File: config.mk
export PLATFORM = sky130hd
export DESIGN_NAME = hp_host_port
export DESIGN_NICKNAME = d
export VERILOG_FILES = /design/src/rtl/hp_pkg.sv /design/src/rtl/hp_strobe_sync.sv /design/src/rtl/hp_ctrl_regs.sv /design/src/rtl/hp_pio_path.sv /design/src/rtl/hp_host_port.sv
export SDC_FILE = /design/constraint.sdc
export NUM_CORES = 1
export LEC_CHECK = 0
export BUFFER_PORTS_ARGS = -buffer_cell sky130_fd_sc_hd__buf_2
export CAP_MARGIN = 20
export CORE_ASPECT_RATIO = 2
export CORE_MARGIN = 4
export CORE_UTILIZATION = 65
export DETAILED_ROUTE_END_ITERATION = 6
export GPL_TIMING_DRIVEN = 0
export PLACE_DENSITY = 0.85
export SYNTH_ARGS = -nofsm -noshare
export SYNTH_HDL_FRONTEND = slang
export SYNTH_HIERARCHICAL = 1
export SYNTH_SLANG_ARGS = --single-unit
File: constraint.sdc
create_clock -name clk -period 3.7 [get_ports clk]
set_input_delay 0.74 -clock clk [delete_from_list [all_inputs] [get_ports clk]]
set_output_delay 0.74 -clock clk [all_outputs]
set_load 0.005 [all_outputs]
File: src/rtl/hp_pkg.sv
package hp_pkg;

  localparam int unsigned BYTE_W = 8;

  // direct address decode
  typedef enum logic [1:0] {
    A_INDEX  = 2'd0,
    A_IDATA  = 2'd1,
    A_STATUS = 2'd2,
    A_PIO    = 2'd3
  } hp_addr_e;

  // configuration byte bit positions
  localparam int unsigned CFG_PB_EN   = 0;
  localparam int unsigned CFG_CAP_EN  = 1;
  localparam int unsigned CFG_PB_PIO  = 6;
  localparam int unsigned CFG_CAP_PIO = 7;

  // host strobe bundle, all idle high
  typedef struct packed {
    logic cs_n;
    logic rd_n;
    logic wr_n;
    logic cap_ack_n;
    logic pb_ack_n;
  } hp_strobe_t;

  localparam int unsigned STROBE_W = $bits(hp_strobe_t);

  function automatic logic pb_pio_on(input logic [BYTE_W-1:0] cfg);
    return cfg[CFG_PB_EN] & cfg[CFG_PB_PIO];
  endfunction

  function automatic logic cap_pio_on(input logic [BYTE_W-1:0] cfg);
    return cfg[CFG_CAP_EN] & cfg[CFG_CAP_PIO];
  endfunction

  function automatic logic [BYTE_W-1:0] status_byte(input logic cap_rdy,
                                                    input logic pb_rdy);
    logic [BYTE_W-1:0] s;
    s    = '0;
    s[0] = cap_rdy;
    s[1] = pb_rdy;
    return s;
  endfunction

endpackage

File: src/rtl/hp_strobe_sync.sv
module hp_strobe_sync #(
  parameter int unsigned STAGES = 2,
  parameter int unsigned W      = 5
) (
  input  logic         clk,
  input  logic         rst_n,
  input  logic [W-1:0] async_i,
  output logic [W-1:0] sync_o,
  output logic [W-1:0] rise_o
);

  localparam int unsigned LAST = STAGES - 1;

  logic [W-1:0] stg [STAGES];
  logic [W-1:0] prev_q;

  always_ff @(posedge clk or negedge rst_n) begin
    if (!rst_n) begin
      for (int k = 0; k < int'(STAGES); k++) stg[k] <= '1;
      prev_q <= '1;
    end else begin
      stg[0] <= async_i;
      for (int k = 1; k < int'(STAGES); k++) stg[k] <= stg[k-1];
      prev_q <= stg[LAST];
    end
  end

  assign sync_o = stg[LAST];

  genvar g;
  generate
    for (g = 0; g < int'(W); g++) begin : g_edge
      assign rise_o[g] = stg[LAST][g] & ~prev_q[g];
    end
  endgenerate

endmodule

File: src/rtl/hp_ctrl_regs.sv
module hp_ctrl_regs #(
  parameter int unsigned IDX_W   = 4,
  parameter int unsigned NUM_IDX = 11,
  parameter int unsigned DW      = 8,
  parameter int unsigned CFG_IDX = 9,
  parameter int unsigned PIN_IDX = 10
) (
  input  logic             clk,
  input  logic             rst_n,
  input  logic             idx_we,
  input  logic             data_we,
  input  logic [DW-1:0]    wdata,
  output logic [IDX_W-1:0] idx_o,
  output logic [DW-1:0]    sel_data_o,
  output logic [DW-1:0]    cfg_o,
  output logic [DW-1:0]    pins_o
);

  localparam int unsigned IDX_SPAN = 1 << IDX_W;

  logic [IDX_W-1:0] idx_q;
  logic [DW-1:0]    bank [NUM_IDX];

  always_ff @(posedge clk or negedge rst_n) begin
    if (!rst_n)      idx_q <= '0;
    else if (idx_we) idx_q <= wdata[IDX_W-1:0];
  end

  genvar g;
  generate
    for (g = 0; g < int'(NUM_IDX); g++) begin : g_bank
      always_ff @(posedge clk or negedge rst_n) begin
        if (!rst_n)                                  bank[g] <= '0;
        else if (data_we && idx_q == IDX_W'(g))      bank[g] <= wdata;
      end
    end
  endgenerate

  always_comb begin
    sel_data_o = '0;
    for (int k = 0; k < int'(NUM_IDX); k++)
      if (idx_q == IDX_W'(k)) sel_data_o = bank[k];
  end

  assign idx_o  = idx_q;
  assign cfg_o  = bank[CFG_IDX];
  assign pins_o = bank[PIN_IDX];

  initial begin
    if (NUM_IDX > IDX_SPAN || CFG_IDX >= NUM_IDX || PIN_IDX >= NUM_IDX)
      $error("hp_ctrl_regs: index parameters out of range");
  end

endmodule

File: src/rtl/hp_pio_path.sv
module hp_pio_path
  import hp_pkg::*;
#(
  parameter int unsigned DW    = 8,
  parameter int unsigned NPINS = 2
) (
  input  logic             clk,
  input  logic             rst_n,
  input  logic             tick,
  input  logic [DW-1:0]    adc_i,
  input  logic [DW-1:0]    cfg_i,
  input  logic [DW-1:0]    pins_reg_i,
  input  logic             pio_wr_evt,
  input  logic             pio_rd_evt,
  input  logic [DW-1:0]    wdata,
  output logic             cap_ready_o,
  output logic             pb_ready_o,
  output logic [DW-1:0]    cap_hold_o,
  output logic [DW-1:0]    dac_o,
  output logic [NPINS-1:0] xout_o,
  output logic             pb_take_o,
  output logic             cap_take_o
);

  logic cap_rdy_q, pb_rdy_q;
  logic [DW-1:0] cap_q, dac_q;
  logic [NPINS-1:0] pin_q;

  assign pb_take_o  = pio_wr_evt & pb_pio_on(cfg_i);
  assign cap_take_o = pio_rd_evt & cap_pio_on(cfg_i);

  // ready flags: a fresh sample period wins over a same-cycle clear
  always_ff @(posedge clk or negedge rst_n) begin
    if (!rst_n) begin
      cap_rdy_q <= 1'b0;
      pb_rdy_q  <= 1'b0;
    end else begin
      if (tick)            cap_rdy_q <= 1'b1;
      else if (cap_take_o) cap_rdy_q <= 1'b0;
      if (tick)            pb_rdy_q  <= 1'b1;
      else if (pb_take_o)  pb_rdy_q  <= 1'b0;
    end
  end

  always_ff @(posedge clk or negedge rst_n) begin
    if (!rst_n)    cap_q <= '0;
    else if (tick) cap_q <= adc_i;
  end

  always_ff @(posedge clk or negedge rst_n) begin
    if (!rst_n)         dac_q <= '0;
    else if (pb_take_o) dac_q <= wdata;
  end

  // pins follow the control byte only on the sample clock
  genvar g;
  generate
    for (g = 0; g < int'(NPINS); g++) begin : g_pin
      always_ff @(posedge clk or negedge rst_n) begin
        if (!rst_n)    pin_q[g] <= 1'b0;
        else if (tick) pin_q[g] <= pins_reg_i[g];
      end
    end
  endgenerate

  assign cap_ready_o = cap_rdy_q;
  assign pb_ready_o  = pb_rdy_q;
  assign cap_hold_o  = cap_q;
  assign dac_o       = dac_q;
  assign xout_o      = pin_q;

endmodule

File: src/rtl/hp_host_port.sv
module hp_host_port
  import hp_pkg::*;
#(
  parameter int unsigned SYNC_STAGES = 2,
  parameter int unsigned IDX_W       = 4,
  parameter int unsigned NUM_IDX     = 11,
  parameter int unsigned CFG_IDX     = 9,
  parameter int unsigned PIN_IDX     = 10,
  parameter int unsigned NPINS       = 2
) (
  input  logic              clk,
  input  logic              rst_n,
  input  logic              cs_n,
  input  logic              rd_n,
  input  logic              wr_n,
  input  logic [1:0]        addr,
  input  logic [BYTE_W-1:0] wdata,
  output logic [BYTE_W-1:0] rdata,
  output logic              rdata_oe,
  input  logic              cap_ack_n,
  input  logic              pb_ack_n,
  input  logic              sample_tick,
  input  logic [BYTE_W-1:0] adc_byte,
  output logic [BYTE_W-1:0] dac_byte,
  output logic [NPINS-1:0]  xout
);

  hp_strobe_t strobe_raw, strobe_s, strobe_rise;
  logic [STROBE_W-1:0] sync_vec, rise_vec;

  assign strobe_raw = '{cs_n: cs_n, rd_n: rd_n, wr_n: wr_n,
                        cap_ack_n: cap_ack_n, pb_ack_n: pb_ack_n};

  hp_strobe_sync #(.STAGES(SYNC_STAGES), .W(STROBE_W)) u_sync (
    .clk    (clk),
    .rst_n  (rst_n),
    .async_i(strobe_raw),
    .sync_o (sync_vec),
    .rise_o (rise_vec)
  );

  assign strobe_s    = sync_vec;
  assign strobe_rise = rise_vec;

  // named internal events
  logic acks_ok_s, selected, rd_act, wr_evt, rd_end_evt;
  hp_addr_e a_dec;

  assign a_dec      = hp_addr_e'(addr);
  assign acks_ok_s  = strobe_s.cap_ack_n & strobe_s.pb_ack_n;
  assign selected   = ~strobe_s.cs_n & acks_ok_s;
  assign rd_act     = selected & ~strobe_s.rd_n;
  assign wr_evt     = selected & strobe_rise.wr_n;
  assign rd_end_evt = selected & strobe_rise.rd_n;

  logic [IDX_W-1:0]  idx_q;
  logic [BYTE_W-1:0] sel_data, cfg_byte, pin_byte;

  hp_ctrl_regs #(
    .IDX_W(IDX_W), .NUM_IDX(NUM_IDX), .DW(BYTE_W),
    .CFG_IDX(CFG_IDX), .PIN_IDX(PIN_IDX)
  ) u_regs (
    .clk       (clk),
    .rst_n     (rst_n),
    .idx_we    (wr_evt && a_dec == A_INDEX),
    .data_we   (wr_evt && a_dec == A_IDATA),
    .wdata     (wdata),
    .idx_o     (idx_q),
    .sel_data_o(sel_data),
    .cfg_o     (cfg_byte),
    .pins_o    (pin_byte)
  );

  logic cap_ready, pb_ready, pb_take, cap_take;
  logic [BYTE_W-1:0] cap_hold;

  hp_pio_path #(.DW(BYTE_W), .NPINS(NPINS)) u_pio (
    .clk        (clk),
    .rst_n      (rst_n),
    .tick       (sample_tick),
    .adc_i      (adc_byte),
    .cfg_i      (cfg_byte),
    .pins_reg_i (pin_byte),
    .pio_wr_evt (wr_evt && a_dec == A_PIO),
    .pio_rd_evt (rd_end_evt && a_dec == A_PIO),
    .wdata      (wdata),
    .cap_ready_o(cap_ready),
    .pb_ready_o (pb_ready),
    .cap_hold_o (cap_hold),
    .dac_o      (dac_byte),
    .xout_o     (xout),
    .pb_take_o  (pb_take),
    .cap_take_o (cap_take)
  );

  logic [BYTE_W-1:0] read_mux;

  always_comb begin
    read_mux = '0;
    unique case (a_dec)
      A_INDEX:  read_mux[IDX_W-1:0] = idx_q;
      A_IDATA:  read_mux = sel_data;
      A_STATUS: read_mux = status_byte(cap_ready, pb_ready);
      A_PIO:    read_mux = cap_pio_on(cfg_byte) ? cap_hold : '0;
    endcase
  end

  assign rdata    = rd_act ? read_mux : '0;
  assign rdata_oe = rd_act;

endmodule

# == Word level (Yosys, flattened, before mapping) ==
# Cells that the tools add are included.
# totals
register_bits,126
input_bits,26
out_inout_bits,19
word_cells,87
# op_classes
eq_ne,13
mux,19
bitwise_logic,15
n_reduce_logical,19
# op_table
cell,count
two-way mux 8 bit,13
== test 4 x 3 -> 1 bit (second input constant),4
case mux 4 bit (4 select lines),1
logical AND 1 bit,15
== test 4 bit (second input constant),3
AND 1 bit,11
== test 4 x 2 -> 1 bit (second input constant),2
case mux 4 bit (2 select lines),1
== test 2 bit (second input constant),2
== test 4 x 1 -> 1 bit (second input constant),1
zero test 4 bit,1
two-way mux 1 bit,4
NOT 1 bit,4
nonzero test 2 bit,2
== test 2 x 1 -> 1 bit (second input constant),1
zero test 2 bit,1

# == Logic depth before layout (Yosys ltp) ==
# Gate-level depths: netlist of the first run.
# logic_depth
word_depth,14
depth_mapped,10
ltp_nobuf,7

# == Modules after synthesis ==
# The synthesis of the first run kept the hierarchy.
# modules_own_cells
module,instances,cells_per_inst,area_per_inst_um2,seq_area_each_um2
hp_ctrl_regs,1,354,4601.9,2302.2
hp_pio_path,1,45,762.0,500.5
hp_strobe_sync,1,25,500.5,394.1
hp_host_port,1,43,284.0,0.0

# == Least setup slack after synthesis of the first run ==
# No wires, ideal clock.
# synth_path
path_kind,register to output
from,"reg u_regs.idx_q[0], in the netlist u_regs/idx_o[0]"
to,out rdata[1]
arrival_time_ps,1791
t_required_ps,2960
slack_ps,1169
path_stages_with_launch,10
n_path_buf,3
cell_sequence,dfrtp_1 buf_6 buf_6 buf_2 a21oi_2 o21ai_0 a311oi_1 inv_1 a21o_1 a311oi_2
# synth_via
elab_chain_cells,14
word_cells_on_any_way,24
classes_between,eq/ne (10); mux (13); reduce/logical (1)
# synth_rtl
item,line_no,text
"start, declared",hp_ctrl_regs.sv:21,logic [IDX_W-1:0] idx_q;
"start signal, assigned",hp_ctrl_regs.sv:26,else if (idx_we) idx_q <= wdata[IDX_W-1:0];
zero test 4 bit,hp_ctrl_regs.sv:42,if (idx_q == IDX_W'(k)) sel_data_o = bank[k];
two-way mux 8 bit (10 in series),hp_ctrl_regs.sv:42,
two-way mux 8 bit (*),hp_ctrl_regs.sv:42,
net sel_data[1],hp_host_port.sv:57,"logic [BYTE_W-1:0] sel_data, cfg_byte, pin_byte;"
case mux 4 bit (4 select lines) (*),hp_host_port.sv:100,unique case (a_dec)
two-way mux 8 bit (*),hp_host_port.sv:108,assign rdata = rd_act ? read_mux : '0;
"end, declared",hp_host_port.sv:18,"output logic [BYTE_W-1:0] rdata,"
# Mark *: on every way through the listed nets, which the timed path passes. The rest lies on a longest branch.

# == Worst setup path in the final report of the first run ==
# Same ends and word-level chain as after synthesis.

==> impl_metrics.json, run 1 <==
{
  "portBuffers": 44,
  "syn_area_mm2": 0.00594,
  "drc": 0,
  "cts_max_level": 4,
  "max_cap_viol_count": 0,
  "yosysWarnings": 6,
  "max_slew_margin": 0.551,
  "slowest_stage": "dfrtp_1",
  "crit_type": "flip-flop to output pin",
  "syn_area_per_cell_um2": 13.2,
  "cp_data_arrival_time_ns": 2.84,
  "cpPeakStageDelay_ns": 0.45,
  "dr_total_vias": 3846,
  "via_per_inst": 6.12,
  "postSynthCellCount": 449,
  "mostFrequentLayoutCells": "dfrtp_1 (112), mux2_1 (94), buf_2 (51), mux2_2 (22), mux2i_1 (20)",
  "drt_iter0_drc": 232,
  "fin_cells": 628,
  "hold_viol": 0,
  "finalMaxSlewViolations": 0,
  "rsz0062_at_grt": "false",
  "antenna_found_initial": 0,
  "die_x_um": 75.6,
  "diodes": 0,
  "cts_setup_buffers": 0,
  "layout_commonest_cell": "dfrtp_1",
  "gr-total-overflow": 0,
  "postCtsHoldBufs": 0,
  "dp_hpwl_um": 9710,
  "crit_fanout": 10,
  "clockBufferDepth": 2,
  "wl_per_cell_um": 21.8,
  "required_ns": 2.96,
  "core_area_mm2": 0.00895,
  "setup-violations-final": 0,
  "grtUsageTotal": 0.280,
  "p_leak_nw": 3.42,
  "dp.cells": 596,
  "setup_tns_ns": 0,
  "fp.dieH_um": 143,
  "grt_max_degree": 109,
  "cts_resized": 0,
  "io-pin-count": 45,
  "period_share": 0.969,
  "min_period_ns": 3.58,
  "clk_latency_ns": 0.41,
  "worstPathCellList": "buf_6 > buf_6 > buf_2 > a21oi_2 > o21ai_0 > a311oi_1 > inv_1 > a21o_1 > a311oi_2 > buf_2",
  "grt_first_pass_wirelength_um": 22100,
  "routed_wl_um": 13700,
  "timing.final.ws_setup_ns": 0.115,
  "placed_area_mm2": 0.00632,
  "die-area_mm2": 0.0108,
  "gp_congestion": 0.933,
  "synth_nets": 475,
  "cts_tree": "done",
  "tightest_slew_ns": 0.669,
  "cts-root-buf": "clkbuf_16",
  "syn2layout_area_growth_pct": 16.0,
  "ant_nets": 0,
  "grt_pass1_vias": 4262,
  "max_freq_mhz": 279,
  "clk_pin_slew_ns": 0.05,
  "drt_pass1_iterations": 5,
  "place_ws_ns": 0.700,
  "power_density_mw_per_mm2": 492,
  "design_area_mm2": 0.00689,
  "cp-end-kind": "output pin",
  "clock-sinks": 124,
  "fin_skew_ns": 0.00579,
  "ir_worst_vdd_mv": 0.365,
  "cts_buffers": 17,
  "outcome": "finished clean",
  "finalNetCount": 539,
  "drive_above_1_share": 0.323,
  "rows": 49,
  "initial_core_util": 0.664,
  "min_path_type": "input pin to asynchronous set/reset pin",
  "worst_setup_path_start_kind": "flip-flop"
}
[worst max-delay path, delay by kind of cell (launching register included)]
kind                   cells  cell delay, ns
AO/OA/AOI/OAI              5            1.18
buffers and inverters      5            0.78
flip-flops                 1            0.45
[area by class of cell]
| cell class | instances | area, um2 |
|---|---|---|
| Clock inverter | 9 | 58.8 |
| Fill cell | 566 | 2060 |
| Clock buffer | 23 | 510 |
| Tap cell | 102 | 128 |
| Multi-Input combinational cell | 284 | 2570 |
| Buffer | 37 | 235 |
| Timing Repair Buffer | 45 | 254 |
| Sequential cell | 124 | 3120 |
| Inverter | 4 | 15.0 |
[final timing paths]
check	startpoint	depth (start not counted)	to	slack, ns
setup / recovery	u_regs/idx_o[0]$_DFFE_PN0P_	10	rdata[1]	0.12
hold / removal	rst_n	1	u_regs/bank[69]$_DFFE_PN0P_	0.15
setup reg to reg	u_sync/sync_o[0]$_DFF_PN1_	7	u_regs/cfg_o[6]$_DFFE_PN0P_	1.43
hold reg to reg	u_sync/stg[7]$_DFF_PN1_	0	u_sync/sync_o[2]$_DFF_PN1_	0.35
max in group asynchronous	rst_n	2	u_regs/bank[37]$_DFFE_PN0P_	2.80
min in group clk	u_sync/stg[7]$_DFF_PN1_	0	u_sync/sync_o[2]$_DFF_PN1_	0.35
[report_power, final]
part | internal, mW | switching (mW) | leakage [nW]
clock network | 0.966 | 0.573 | 0.271
registers | 1.41 | 0.0335 | 1.65
logic | 0.165 | 0.242 | 1.50
total | 2.54 | 0.849 | 3.42
[per-stage QoR]
stage               hold WS [ns]  total power, mW   util
floorplan                  0.345             1.72      -
CTS                        0.146             3.41  0.770
finish                     0.148             3.39  0.770
global route               0.153             3.52  0.770
global placement           0.346             1.85  0.703
detailed placement         0.347             1.86  0.706
[per-layer routing]
metal | track usage | up-vias | part of all wire
li1 | - | 1746 | -
met2 | 0.489 | 135 | 0.55
met1 | 0.309 | 1916 | 0.36
met5 | 0 | - | 0
met4 | 0.145 | 0 | 0.046
met3 | 0.0592 | 49 | 0.042
[flip-flops by register name, indices dropped and copies added, names as in the netlist]
name and count:
u_pio/pb_ready_o 1, u_regs/bank 72, u_pio/cap_hold_o 8, u_pio/cap_ready_o 1, u_regs/idx_o 4, u_pio/xout_o 2
u_sync/sync_o 5, u_pio/dac_o 8, u_regs/cfg_o 8, u_regs/pins_o 8, u_sync/stg 5, u_sync/prev_q 2
Power figures use the tool's default switching activity.
==> inputs of run 2 (changes only) <==
Settings changed: CELL_PAD_IN_SITES_DETAIL_PLACEMENT from default to 1, CELL_PAD_IN_SITES_GLOBAL_PLACEMENT from default to 1, CORE_UTILIZATION 65 to 53, GPL_TIMING_DRIVEN 0 to default, PLACE_DENSITY 0.85 to default, PLACE_DENSITY_LB_ADDON from default to 0.1, SYNTH_HIERARCHICAL 1 to default.
==> impl_metrics.json, run 2 <==
{
  "outcome": "finished clean",
  "cts_max_level": 4,
  "synth_area_leaders": "dfrtp_1 (48%), mux2_2 (20%), dfstp_2 (5.4%), mux2_1 (2.5%), o21ai_0 (2.3%)",
  "synth-edff-count": 0,
  "syn2layout_area_growth_pct": 15.8,
  "yosysSeqAreaShare": 0.532,
  "clk_pin_slew_ns": 0.06,
  "crit_fanout": 29,
  "drt_iter0_drc": 142,
  "wl_per_cell_um": 24.4,
  "r2r_cells": 5,
  "dr_total_vias": 4123,
  "max_slew_margin": 0.470,
  "finalNetCount": 544,
  "drive_above_1_share": 0.418,
  "grt_max_degree": 62,
  "via_per_inst": 6.14,
  "cts_tree": "done",
  "seqPwrFrac": 0.421,
  "place_ws_ns": 0.575,
  "tightest_slew_ns": 0.794,
  "cts_buffers": 17,
  "die-area_mm2": 0.0129,
  "syn_area_per_cell_um2": 12.4,
  "ys_types": 49,
  "layout_commonest_cell": "dfrtp_1",
  "drc": 0,
  "comb_power_share": 0.114,
  "min_period_ns": 3.48,
  "io-pin-count": 45,
  "syn_area_mm2": 0.00586,
  "portBuffers": 44,
  "clock-sinks": 124,
  "rows": 54,
  "clockBufferDepth": 2,
  "synth_top_cell_area_share": 0.478,
  "setup-violations-final": 0,
  "die_x_um": 82.4,
  "cts_setup_buffers": 0,
  "top_register": "u_regs.bank",
  "cp-end-kind": "output pin",
  "hold_path_depth": 0,
  "sw_frac_of_total": 0.260,
  "fin_skew_ns": 0.00643,
  "min_path_type": "flip-flop to flip-flop",
  "yosysMostFrequentCell": "dfrtp_1",
  "yosys.area.top_type": "dfrtp_1",
  "clk_latency_ns": 0.41,
  "gr-total-overflow": 0,
  "drt_pass1_iterations": 4,
  "max_freq_mhz": 287,
  "fp.dieH_um": 157,
  "synth_flop_cell": "dfrtp_1",
  "postSynth.asyncResetShare": 1.00,
  "dp_hpwl_um": 11400,
  "cts-root-buf": "clkbuf_16",
  "max_cap_viol_count": 0,
  "fill_cells": 1105,
  "ant_nets": 0,
  "rsz0062_at_grt": "false",
  "hold_viol": 0,
  "total_power_mw": 3.41,
  "grt_first_pass_wirelength_um": 26000,
  "core_area_mm2": 0.0109,
  "postSynthCellCount": 472,
  "required_ns": 2.96,
  "fin_cells": 671,
  "ir_worst_vdd_mv": 0.346,
  "p_int_mw": 2.52,
  "synth_nets": 498,
  "diodes": 0,
  "power.switching_uw": 885,
  "largest_register_ffs": 72,
  "timing.final.ws_setup_ns": 0.220,
  "grtUsageTotal": 0.279,
  "routed_wl_um": 16400,
  "antenna_found_initial": 0,
  "utilization": 0.624,
  "yosysWarnings": 0,
  "dp.cells": 639,
  "initial_core_util": 0.539,
  "grt_pass1_vias": 4675,
  "p_clk_frac": 0.465,
  "worst_setup_path_start_kind": "flip-flop",
  "synthTopCellsByCount": "dfrtp_1 (112), mux2_2 (104), o21ai_0 (27)",
  "power_density_mw_per_mm2": 502,
  "finalMaxSlewViolations": 0,
  "p_leak_nw": 3.32,
  "synth_seq_cells": 124,
  "crit_type": "flip-flop to output pin",
  "period_share": 0.941,
  "cp_data_arrival_time_ns": 2.74,
  "gp_congestion": 0.854,
  "setup_tns_ns": 0,
  "mostFrequentLayoutCells": "dfrtp_1 (112), mux2_2 (104), buf_2 (43), o21ai_0 (27), nor2_1 (24)"
}
-- run 2: layer usage --
layer  global-route usage  vias to the layer above  routed length, um
li1                     -                     1804                  -
met1                0.297                     2139               5840
met2                0.495                      132               9190
met3               0.0662                       48                633
met4                0.143                        0                723
met5                    0                        -                  0
-- run 2: path summary, 6_finish.rpt --
check                                       startpoint                          end  slack (ns)
min reg2reg                    u_sync.stg[5]$_DFF_PN1_   u_sync.sync_o[0]$_DFF_PN1_        0.36
max                        u_regs.idx_o[1]$_DFFE_PN0P_                     rdata[6]        0.22
max reg2reg                 u_sync.sync_o[1]$_DFF_PN1_  u_regs.bank[78]$_DFFE_PN0P_        1.31
min in group asynchronous                        rst_n   u_pio.dac_o[0]$_DFFE_PN0P_        0.39
max in group asynchronous                        rst_n      u_sync.stg[5]$_DFF_PN1_        2.43
min                            u_sync.stg[5]$_DFF_PN1_   u_sync.sync_o[0]$_DFF_PN1_        0.36
-- run 2: layout make-up --
cell class | instances | area [um2] | share of cell area
inverters | 6 | 22.5 | 0.00332
multi-input cells | 310 | 2580 | 0.379
repair buffers | 59 | 335 | 0.0494
flip-flops and latches | 124 | 3120 | 0.459
well taps | 140 | 175 | 0.0258
clock inverters | 12 | 126 | 0.0186
clock buffers | 20 | 437 | 0.0643
-- run 2: power groups by stage --
stage	logic, mW	clock network, mW	registers, mW
after floorplan	0.236	0	1.44
after global placement	0.366	0	1.45
after detailed placement	0.376	0	1.46
after CTS	0.386	1.61	1.43
after global routing	0.421	1.68	1.44
final	0.387	1.58	1.43
-- run 2: metrics by stage --
stage	instance area, um2	hold slack, ns
after floorplan	5860	0.345
after global placement	6230	0.346
after detailed placement	6230	0.349
after CTS	6790	0.356
after global routing	6790	0.361
final	6790	0.359
-- run 2: cell families (layout without fill, tap and decap cells) --
kind of cell           Yosys count  in the layout  share of synthesized area
DFF                            124            124                      0.532
and+or+nand+nor                 91             91                      0.101
muxes                          126            126                      0.240
buffers and inverters           38             97                     0.0290
AOI/OAI and AO/OA               93             93                     0.0977
-- run 2: critical path: stages (launching register included) --
cell and delay, ns:
dfrtp_1 0.36, buf_4 0.34, nor2b_1 0.33, a211oi_1 0.13, a2111oi_1 0.72, o211ai_1 0.22
nand2_1 0.11, buf_2 0.11
-- run 2: what timing repair did --
item                                    CTS  global route
endpoints found under the setup margin    0             1
hold buffers                              0             0
gates resized for setup                   0             1
